<file path="config.mk">
export PLATFORM = sky130hd
export DESIGN_NAME = pku_seq
export DESIGN_NICKNAME = d
export VERILOG_FILES = /design/src/rtl/pku_pkg.sv /design/src/rtl/pku_idx_gen.sv /design/src/rtl/pku_seq.sv
export SDC_FILE = /design/constraint.sdc
export NUM_CORES = 1
export LEC_CHECK = 0
export ABC_AREA = 1
export BUFFER_PORTS_ARGS = -buffer_cell sky130_fd_sc_hd__clkbuf_2
export CAP_MARGIN = 10
export CORE_MARGIN = 10
export CORE_UTILIZATION = 55
export DETAILED_ROUTE_END_ITERATION = 10
export PLACE_DENSITY_LB_ADDON = 0.3
export SYNTH_ARGS = -nofsm -noshare
export SYNTH_HDL_FRONTEND = slang
export SYNTH_HIERARCHICAL = 1
export SYNTH_SLANG_ARGS = --single-unit
</file>
<file path="constraint.sdc">
create_clock -name clk_i -period 5.1 [get_ports clk_i]
set_input_delay 0.255 -clock clk_i [delete_from_list [all_inputs] [get_ports clk_i]]
set_output_delay 0.255 -clock clk_i [all_outputs]
set_load 0.01 [all_outputs]
</file>
<file path="src/rtl/pku_pkg.sv">
package pku_pkg;
    localparam int MAX_VL = 64;
    localparam int MAX_SV = 4;
    localparam int VL_W   = $clog2(MAX_VL) + 1;
    localparam int SV_W   = $clog2(MAX_SV) + 1;
    localparam int LANE_W = $clog2(MAX_SV);
    localparam int OFF_W  = $clog2(MAX_VL * MAX_SV);
    localparam int SIDES  = 2;

    typedef struct packed {
        logic [VL_W-1:0]   elem;
        logic [LANE_W-1:0] lane;
    } gen_state_t;

    typedef struct packed {
        logic              busy;
        logic              done;
        logic [VL_W-1:0]   vl;
        logic [SV_W-1:0]   src_sv;
        logic [SV_W-1:0]   dst_sv;
        logic              gather;
        logic              scatter;
    } ctl_state_t;
endpackage

</file>
<file path="src/rtl/pku_idx_gen.sv">
module pku_idx_gen
    import pku_pkg::*;
(
    input  logic             clk_i,
    input  logic             rst_ni,
    input  logic             load_i,
    input  logic             step_i,
    input  logic [VL_W-1:0]  vl_i,
    input  logic [SV_W-1:0]  sv_i,
    input  logic             planar_i,
    output logic [OFF_W-1:0] off_o,
    output logic             last_o
);
    localparam int WIDE_W = 16;

    gen_state_t st_d, st_q;
    logic       lane_end;
    logic       elem_end;
    logic [WIDE_W-1:0] off_wide;

    always_comb begin
        lane_end = ({{(SV_W-LANE_W){1'b0}}, st_q.lane} == sv_i - SV_W'(1));
        elem_end = (st_q.elem == vl_i - VL_W'(1));
        last_o   = lane_end && elem_end;
        if (planar_i) begin
            off_wide = WIDE_W'(st_q.elem) + WIDE_W'(vl_i) * WIDE_W'(st_q.lane);
        end else begin
            off_wide = WIDE_W'(st_q.lane) + WIDE_W'(sv_i) * WIDE_W'(st_q.elem);
        end
        off_o = off_wide[OFF_W-1:0];

        st_d = st_q;
        if (load_i) begin
            st_d.elem = '0;
            st_d.lane = '0;
        end else if (step_i) begin
            if (lane_end) begin
                st_d.lane = '0;
                st_d.elem = st_q.elem + VL_W'(1);
            end else begin
                st_d.lane = st_q.lane + LANE_W'(1);
            end
        end
    end

    always_ff @(posedge clk_i or negedge rst_ni) begin
        if (!rst_ni) begin
            st_q <= '0;
        end else begin
            st_q <= st_d;
        end
    end

    // the controller never steps a generator past its final offset
    assert_no_step_past_end_R6: assert property (@(posedge clk_i) disable iff (!rst_ni)
        !(step_i && last_o));

    // an emitted offset stays inside the VL*S element window
    assert_offset_in_window_R2: assert property (@(posedge clk_i) disable iff (!rst_ni)
        (WIDE_W'(off_o) < WIDE_W'(vl_i) * WIDE_W'(sv_i)));
endmodule

</file>
<file path="src/rtl/pku_seq.sv">
module pku_seq
    import pku_pkg::*;
(
    input  logic             clk_i,
    input  logic             rst_ni,
    input  logic             start_i,
    input  logic [VL_W-1:0]  vl_i,
    input  logic [SV_W-1:0]  src_sv_i,
    input  logic [SV_W-1:0]  dst_sv_i,
    input  logic             gather_en_i,
    input  logic             scatter_en_i,
    output logic             pair_valid_o,
    input  logic             pair_ready_i,
    output logic [OFF_W-1:0] src_off_o,
    output logic [OFF_W-1:0] dst_off_o,
    output logic             done_o
);
    ctl_state_t ctl_d, ctl_q;

    logic accept;
    logic finish;
    logic load;
    logic step;

    logic [SIDES-1:0][SV_W-1:0]  side_sv;
    logic [SIDES-1:0]            side_planar;
    logic [SIDES-1:0][OFF_W-1:0] side_off;
    logic [SIDES-1:0]            side_last;

    function automatic logic [VL_W-1:0] clamp_vl(input logic [VL_W-1:0] v);
        if (v == '0)               return VL_W'(1);
        if (v > VL_W'(MAX_VL))     return VL_W'(MAX_VL);
        return v;
    endfunction

    function automatic logic [SV_W-1:0] clamp_sv(input logic [SV_W-1:0] s);
        if (s == '0)               return SV_W'(1);
        if (s > SV_W'(MAX_SV))     return SV_W'(MAX_SV);
        return s;
    endfunction

    always_comb begin
        accept = ctl_q.busy && pair_ready_i;
        finish = accept && (|side_last);
        load   = start_i && !ctl_q.busy;
        step   = accept && !finish;

        ctl_d      = ctl_q;
        ctl_d.done = 1'b0;
        if (load) begin
            ctl_d.busy    = 1'b1;
            ctl_d.vl      = clamp_vl(vl_i);
            ctl_d.src_sv  = clamp_sv(src_sv_i);
            ctl_d.dst_sv  = clamp_sv(dst_sv_i);
            ctl_d.gather  = gather_en_i;
            ctl_d.scatter = scatter_en_i;
        end else if (finish) begin
            ctl_d.busy = 1'b0;
            ctl_d.done = 1'b1;
        end
    end

    always_ff @(posedge clk_i or negedge rst_ni) begin
        if (!rst_ni) begin
            ctl_q         <= '0;
            ctl_q.vl      <= VL_W'(1);
            ctl_q.src_sv  <= SV_W'(1);
            ctl_q.dst_sv  <= SV_W'(1);
        end else begin
            ctl_q <= ctl_d;
        end
    end

    assign side_sv[0]     = ctl_q.src_sv;
    assign side_sv[1]     = ctl_q.dst_sv;
    assign side_planar[0] = ctl_q.gather;
    assign side_planar[1] = ctl_q.scatter;

    for (genvar g = 0; g < SIDES; g++) begin : g_side
        pku_idx_gen u_gen (
            .clk_i    (clk_i),
            .rst_ni   (rst_ni),
            .load_i   (load),
            .step_i   (step),
            .vl_i     (ctl_q.vl),
            .sv_i     (side_sv[g]),
            .planar_i (side_planar[g]),
            .off_o    (side_off[g]),
            .last_o   (side_last[g])
        );
    end

    assign pair_valid_o = ctl_q.busy;
    assign done_o       = ctl_q.done;
    assign src_off_o    = side_off[0];
    assign dst_off_o    = side_off[1];

    // a stalled pair is held unchanged
    assert_hold_when_stalled_R8: assert property (@(posedge clk_i) disable iff (!rst_ni)
        (pair_valid_o && !pair_ready_i) |=>
            (pair_valid_o && $stable(src_off_o) && $stable(dst_off_o)));

    // done only follows an accepted transfer and never overlaps valid
    assert_done_after_accept_R7: assert property (@(posedge clk_i) disable iff (!rst_ni)
        done_o |-> (!pair_valid_o && $past(pair_valid_o && pair_ready_i)));

    // a start during a run leaves the captured configuration untouched
    assert_busy_start_ignored_R9: assert property (@(posedge clk_i) disable iff (!rst_ni)
        (ctl_q.busy && start_i) |=>
            ($stable(ctl_q.vl) && $stable(ctl_q.src_sv) && $stable(ctl_q.dst_sv)
             && $stable(ctl_q.gather) && $stable(ctl_q.scatter)));

    // captured lengths always lie in their legal ranges
    assert_cfg_in_range_R10: assert property (@(posedge clk_i) disable iff (!rst_ni)
        (ctl_q.vl >= VL_W'(1)) && (ctl_q.vl <= VL_W'(MAX_VL))
        && (ctl_q.src_sv >= SV_W'(1)) && (ctl_q.src_sv <= SV_W'(MAX_SV))
        && (ctl_q.dst_sv >= SV_W'(1)) && (ctl_q.dst_sv <= SV_W'(MAX_SV)));
endmodule

</file>
==> results by group, run 1 <==
Run status
  • Status: completed

STA
  • Clk_skew: 0.00410 ns
  • Worst Tran Pin Value: 0.869 ns
  • Setup-failing EPs final: 0
  • Hold_ws: 0.0722 ns
  • Final Hold Fails: 0
  • F_max: 304 MHz
  • Unrepaired setup endpoints after global routing: false
  • Period minus WS final: 3.28 ns
  • Slew Viols, Final: 0
  • Slew HR: 42.1%
  • Final worst-path cycle share: 64.4%
  • Setup TNS: 0 ns

Finish
  • Finished Cell Area: 5430 sq um
  • # diodes: 0
  • Fin nets: 913
  • Area grow syn2layout: 4.30%
  • Share of cells above drive strength 1: 9.26%
  • Number of fill cells: 888

Critical path
  • Worst EP arrival: 3.03 ns
  • RR Endpoint: g_side[1].u_gen/st_q[1]$_DFFE_PN0P_
  • RR Startpoint: ctl_q[2]$_DFFE_PN1P_
  • Crit path kind: flop to output pin
  • CP Max Fanout: 11
  • Reg-to-reg slack, setup: 1.97 ns
  • Crit path capture type: output pin
  • R2R cell count: 13
  • Crit start category: flop
  • CP required: 4.85 ns

Route
  • Routed WL: 11.6 mm
  • Vias/cell: 5.06
  • Initial DRC Count: 363
  • Vias: 4803
  • Antenna Nets Post-Route: 0
  • TritonRoute pass-1 iters: 4
  • Mean routed wirelength per cell: 12.2 microns
  • Number of remaining DRC errors: 0

Synth
  • Seq cells post-synth: 35
  • Synth area leaders: nand2_1 (22%), dfrtp_1 (15%), ha_1 (12%)
  • Ys async rst share: 100%
  • Register area share after synthesis: 16.9%
  • Yosys warnings: 6
  • Top FF cell, synth: dfrtp_1
  • Post-synth cell types: 33
  • Post-synth EDFFs: 0
  • Most frequent cell after synthesis: nand2_1
  • Mapped Cells: 804
  • Syn_nets: 897
  • Post-Syn Area: 5210 sq um
  • Leading area contributor after synthesis: nand2_1
  • Avg Cell Area, Syn: 6.48 sq um
  • Share of the synthesized area in the top cell type: 22.1%
  • Synth cell count leaders: nand2_1 (306), inv_1 (141), nand3_1 (55)

Clocking
  • CTS clk-pin slew, worst paths: 0.07 ns
  • Worst skew pair latency: 0.29 ns
  • CTS max path bufs: 2
  • Postcts setup bufs: 0
  • H-tree depth: 2
  • CTS sink cnt: 35
  • Post-cts resize count: 0
  • CTS Buf Count: 5
  • CTS tree: done
  • Hold_buf cts: 0
  • CTS root buffer: clkbuf_8

Floorplanning
  • Core ar.: 9240 sq um
  • Die width: 117 microns
  • Die area: 13800 sq um
  • I/O Pins: 37
  • Initial Util: 56.4%
  • Cell Rows: 35
  • DIE HEIGHT: 117 microns

Flow run
  • Max cap viols: 0

GRT
  • Vias in the first global route: 4736
  • Largest net degree at the start of global routing: 36
  • Total track usage: 17.0%
  • Antenna violations before repair: 0
  • GR Overflow Total: 0
  • First-pass GRT wire length: 20.8 mm

Min path
  • Min-Delay Path Class: input pin to asynchronous set/reset pin

Power
  • Pleak: 3.43 nW
  • Power Dens Cells: 424 nW/um^2
  • Peak VDD IR: 0.000311 V

Place
  • RD Place Congestion: 0.890
  • Port bufs: 36
  • Area after DPL: 5330 sq um
  • DPL Wire Length: 9.42 mm
[worst max-delay path by stage]
stage | start | to | slack [ns] | cells after the start
floorplan | ctl_q[2]$_DFFE_PN1P_ | g_side[0].u_gen/st_q[1]$_DFFE_PN0P_ | 2.40 | 14
global placement | ctl_q[2]$_DFFE_PN1P_ | g_side[1].u_gen/st_q[1]$_DFFE_PN0P_ | 2.15 | 13
detailed placement | ctl_q[2]$_DFFE_PN1P_ | g_side[0].u_gen/st_q[1]$_DFFE_PN0P_ | 2.01 | 13
CTS | ctl_q[2]$_DFFE_PN1P_ | dst_off_o[5] | 1.82 | 10
global route | g_side[0].u_gen/st_q[1]$_DFFE_PN0P_ | src_off_o[5] | 1.62 | 11
finish | g_side[1].u_gen/st_q[1]$_DFFE_PN0P_ | dst_off_o[5] | 1.82 | 11
[cell type report]
cell class	count	area (sq um)	share of cell area, %
clock buffers	8	100	1.84
inverters	153	577	10.6
multi-input cells	589	3530	65.1
flip-flops and latches	35	880	16.2
well taps	129	161	2.97
repair buffers	36	180	3.32
[worst max-delay path, stage by stage, from the launching register on]
cell and delay (ns):
dfrtp_1 0.67, nand2_1 0.14, fa_1 0.54, inv_1 0.05, ha_1 0.24, fa_1 0.42
nand2_1 0.11, a21oi_1 0.08, o21ai_0 0.20, nand3b_1 0.10, nand2_1 0.07, clkbuf_2 0.13
[through the flow]
stage | power [mW] | instances | worst slack (ns) | util [%]
2_1_floorplan | 1.77 | 804 | 2.40 | -
3_3_place_gp | 2.03 | 942 | 2.15 | 57.7
3_5_place_dp | 2.08 | 942 | 2.01 | 57.7
4_1_cts | 2.31 | 950 | 1.82 | 58.8
5_1_grt | 2.59 | 950 | 1.62 | 58.8
6_report | 2.30 | 950 | 1.82 | 58.8
[where the power goes]
part | switching [mW] | internal, mW | total, mW
logic | 0.845 | 0.576 | 1.42
clock network | 0.0946 | 0.123 | 0.218
registers | 0.301 | 0.365 | 0.666
total | 1.24 | 1.06 | 2.30
[layout by cell type (no fill, tap or decap)]
| cell type | synthesis | layout |
|---|---|---|
| or2_2 | 1 | 1 |
| nand3_4 | 2 | 2 |
| clkbuf_8 | 0 | 7 |
| xnor2_2 | 2 | 2 |
| nor2_1 | 52 | 52 |
| nand3_1 | 55 | 55 |
| ha_1 | 48 | 48 |
| inv_4 | 1 | 1 |
| xnor2_1 | 3 | 3 |
| nand2_1 | 306 | 306 |
| o21ai_4 | 2 | 2 |
| nor3b_1 | 1 | 1 |
| a21oi_1 | 18 | 18 |
| nor2_2 | 2 | 2 |
| and2_1 | 1 | 1 |
| nand2_2 | 4 | 4 |
| dfstp_2 | 3 | 3 |
| clkbuf_2 | 0 | 36 |
| o21ai_1 | 1 | 1 |
| xor2_1 | 15 | 15 |
| o21ai_0 | 14 | 14 |
| nor2_4 | 3 | 3 |
| xor2_2 | 1 | 1 |
| inv_1 | 141 | 141 |
| fa_1 | 26 | 26 |
| clkbuf_1 | 0 | 1 |
| clkinv_1 | 2 | 2 |
| nand4_1 | 21 | 21 |
| dfrtp_1 | 32 | 32 |
| nor3_1 | 4 | 4 |
| xor2_4 | 3 | 3 |
| nand3b_1 | 4 | 4 |
| inv_2 | 9 | 9 |
[sequential cells by signal (all words and copies together) (netlist names)]
signal             cells
ctl_q                 15
done_o                 1
g_side.u_gen/st_q     18
pair_valid_o           1
[per-layer routing]
| metal | global-route usage (%) | up-vias | wire (microns) |
|---|---|---|---|
| li1 | - | 2471 | - |
| met1 | 22.8 | 2191 | 5760 |
| met2 | 28.2 | 128 | 5150 |
| met3 | 2.01 | 13 | 534 |
| met4 | 3.99 | 0 | 136 |
| met5 | 0 | - | 0 |
[cell families after synthesis]
family	after synthesis	synth area share (%)
AND/OR/NAND/NOR	456	37.0
buffers and inverters	180	15.3
adder cells (fa/ha/maj)	74	21.5
AO/OA/AOI/OAI	35	3.80
flip-flops	35	16.9
XOR/XNOR	24	5.55
(Power assumes the default switching activity.)
==> run 2, diff against run 1 <==
--- a/config.mk
+++ b/config.mk
@@ -5,7 +5,7 @@
 export SDC_FILE = /design/constraint.sdc
 export NUM_CORES = 1
 export LEC_CHECK = 0
-export ABC_AREA = 1
+export ABC_AREA = 0
 export BUFFER_PORTS_ARGS = -buffer_cell sky130_fd_sc_hd__clkbuf_2
 export CAP_MARGIN = 10
 export CORE_MARGIN = 10
==> constraint.sdc (replaced) <==
create_clock -name clk_i -period 2.74 [get_ports clk_i]
set_input_delay 0.137 -clock clk_i [delete_from_list [all_inputs] [get_ports clk_i]]
set_output_delay 0.137 -clock clk_i [all_outputs]
set_load 0.01 [all_outputs]
==> run 2 against run 1 <==
  * The run now ends with negative setup slack left
  * Combinational power rose by 130%
  * Flip-flop and latch count unchanged
  * Sequential share of layout area down 1.9 points
  * Clock-buffer cell count is the same
  * Clock power increased by 95%
  * Via count is 7.8% lower
  * Critical path depth did not move
  * Worst setup slack got worse by 2.4 ns
  * Global-route usage increased by 5.7 points
  * Sequential power up 29%
  * Non-clock buffer count increased by 112
  * Final cell count down 21%
  * Critical path type unchanged
  * Largest power group unchanged
==> results by group, run 2 <==
Critical path
  • Reg-to-reg slack, setup: -0.43 ns
  • Cell Chain, Critical Path: inv_4 > nor2_4 > fa_1 > ha_4 > fa_2 > a211oi_2 > o21bai_1 > a21oi_1 > xnor2_1 > mux2i_1 > buf_2
  • Delay-heaviest family, CP: adder cells
  • CP required: 2.60 ns
  • Crit path capture type: output pin
  • Critical Path Slowest Stage Cell: dfstp_2
  • CP Max Fanout: 6
  • RR Startpoint: ctl_q[8]$_DFFE_PN1P_
  • Max incr delay on CP: 0.57 ns
  • Worst EP arrival: 3.18 ns
  • Crit start category: flop
  • RR Endpoint: g_side[1].u_gen/st_q[7]$_DFFE_PN0P_
  • WP buf/inv: 2
  • Crit path kind: flop to output pin
  • R2R cell count: 17

Synth
  • Largest family of logic cells by synthesized area: adder cells
  • Post-synth EDFFs: 0
  • Seq cells post-synth: 35
  • Synth Area in Adders: 25.6%
  • Post-synthesis mux area share: 4.25%
  • Share of the synthesized area in the top cell type: 18.3%
  • Most frequent cell after synthesis: nand2_1
  • Synth Area in Compound Gates: 11.8%
  • Register area share after synthesis: 20.1%
  • Ys async rst share: 100%
  • Synth area leaders: dfrtp_1 (18%), ha_1 (14%), fa_1 (12%)
  • Post-Synth XOR/XNOR Area: 11.2%
  • Mapped Cells: 502
  • Post-synthesis simple-gate area fraction: 20.4%
  • Syn_nets: 595
  • Avg Cell Area, Syn: 8.73 sq um
  • Top FF cell, synth: dfrtp_1
  • Leading area contributor after synthesis: dfrtp_1
  • Yosys warnings: 6
  • Synth cell count leaders: nand2_1 (56), inv_1 (51), nor2_1 (50)
  • Post-Syn Area: 4380 sq um
  • Post-synth cell types: 56

Run status
  • Failing checks: negative setup slack
  • Status: finished, violations left

Clocking
  • CTS root buffer: clkbuf_8
  • CTS sink cnt: 35
  • CTS clk-pin slew, worst paths: 0.08 ns
  • CTS Buf Count: 5
  • CTS tree: done
  • Worst skew pair latency: 0.29 ns
  • CTS max path bufs: 2
  • H-tree depth: 2

STA
  • Setup-failing EPs final: 25
  • Final Hold Fails: 0
  • Clk_skew: 0.0124 ns
  • Setup WS post-layout: -0.573 ns
  • Slew HR: 40.7%
  • F_max: 302 MHz
  • Worst Tran Pin Value: 0.890 ns
  • Period minus WS final: 3.31 ns
  • Slew Viols, Final: 0
  • Final worst-path cycle share: 121%
  • Unrepaired setup endpoints after global routing: true

GRT
  • GR Overflow Total: 0
  • Largest net degree at the start of global routing: 36
  • Vias in the first global route: 4542
  • First-pass GRT wire length: 21.8 mm
  • Antenna violations before repair: 0
  • Total track usage: 22.6%

Floorplanning
  • I/O Pins: 37
  • Core ar.: 7730 sq um
  • DIE HEIGHT: 109 microns
  • Die area: 11900 sq um
  • Initial Util: 56.7%
  • Die width: 109 microns
  • Cell Rows: 32

Route
  • Vias: 4429
  • Initial DRC Count: 399
  • Number of remaining DRC errors: 0
  • Mean routed wirelength per cell: 19.8 microns
  • Routed WL: 14.8 mm
  • Antenna Nets Post-Route: 0
  • Vias/cell: 5.94
  • TritonRoute pass-1 iters: 5

Min path
  • WHS Path Cells: 2
  • Worst hold path endpoint: ctl_q[5]$_DFFE_PN1P_
  • Hold_sp: src_sv_i[2]
  • Min-Delay Path Class: input pin to flop

Finish
  • Number of fill cells: 406
  • Commonest cells after routing, fill and taps aside: buf_4 (100), nand2_1 (55), inv_1 (42)
  • Fin nets: 736
  • Largest reg by FF count: g_side.u_gen/st_q
  • Commonest non-fill, non-tap cell in the layout: buf_4
  • # diodes: 0
  • Regs by FF count: g_side.u_gen/st_q (18), ctl_q (15)
  • Area grow syn2layout: 42.5%
  • Share of cells above drive strength 1: 44.9%
  • Number of flip-flops in the largest register: 18

Place
  • RD Place Congestion: 0.900
  • DPL Wire Length: 8.99 mm
  • Port bufs: 36
  • Pre-CTS WS: -0.158 ns

Flow run
  • Max cap viols: 0

Power
  • Power Dens Cells: 734 nW/um^2
  • Peak VDD IR: 0.000497 V
  • Pleak: 2.99 nW
  • Final Power: 4.58 mW
[run 2: per-stage QoR]
step / utilization, % / cell area [sq um] / TNS [ns] / hold slack (ns) / instances
finish: 80.8 / 6240 / -8.21 / 0.0217 / 746
global route: 80.8 / 6240 / -10.48 / 0.0152 / 746
CTS: 76.8 / 5930 / -6.08 / 0.0151 / 737
detailed placement: 69.3 / 5350 / -1.98 / 0.294 / 713
global placement: 69.3 / 5350 / -0.867 / 0.287 / 713
floorplan: - / 4500 / 0 / -0.159 / 502
[run 2: worst max-delay path by stage]
stage               slack (ns)  cells past startpoint                                  end            startpoint
floorplan               0.0002                     11                         src_off_o[7]  ctl_q[5]$_DFFE_PN1P_
global placement         -0.08                     11                         src_off_o[7]  ctl_q[8]$_DFFE_PN1P_
detailed placement       -0.16                     13  g_side[1].u_gen/st_q[8]$_DFFE_PN0P_  ctl_q[8]$_DFFE_PN1P_
CTS                      -0.36                     11                         dst_off_o[7]  ctl_q[2]$_DFFE_PN1P_
global route             -0.68                     11                         src_off_o[7]  ctl_q[5]$_DFFE_PN1P_
finish                   -0.57                     11                         src_off_o[7]  ctl_q[5]$_DFFE_PN1P_
[run 2: metal layers]
metal,vias to the layer above,GRT usage (%),part of all wire [%]
met2,259,39.1,49
met5,-,0,0
met4,0,9.94,4.0
met1,2141,27.9,41
li1,1961,-,-
met3,68,2.54,6.6
[run 2: what timing repair did]
item / in CTS / in global routing
endpoints found under the setup margin: 26 / 30
endpoints found under the hold margin: 32 / 0
hold buffers: 1 / 0
setup buffers: 15 / 14
resized for setup: 69 / 62
pin swaps: 46 / 39
[run 2: area by class of cell]
class / instances / area, sq um / area share, %
multi-input cells: 401 / 3850 / 61.7
repair buffers: 148 / 1070 / 17.2
flip-flops and latches: 35 / 890 / 14.3
inverters: 52 / 204 / 3.27
well taps: 102 / 128 / 2.04
clock buffers: 8 / 100 / 1.60
[run 2: cells by family after synthesis]
group,after synthesis
flops,35
compound gates,81
mux,17
buf+inv,66
xor+xnor,55
fa+ha+maj,74
simple gates,174
[run 2: power breakdown]
part | total [mW] | switching [mW] | internal [mW]
registers | 0.856 | 0.210 | 0.646
logic | 3.30 | 1.69 | 1.61
clock network | 0.426 | 0.196 | 0.230
total | 4.58 | 2.10 | 2.49
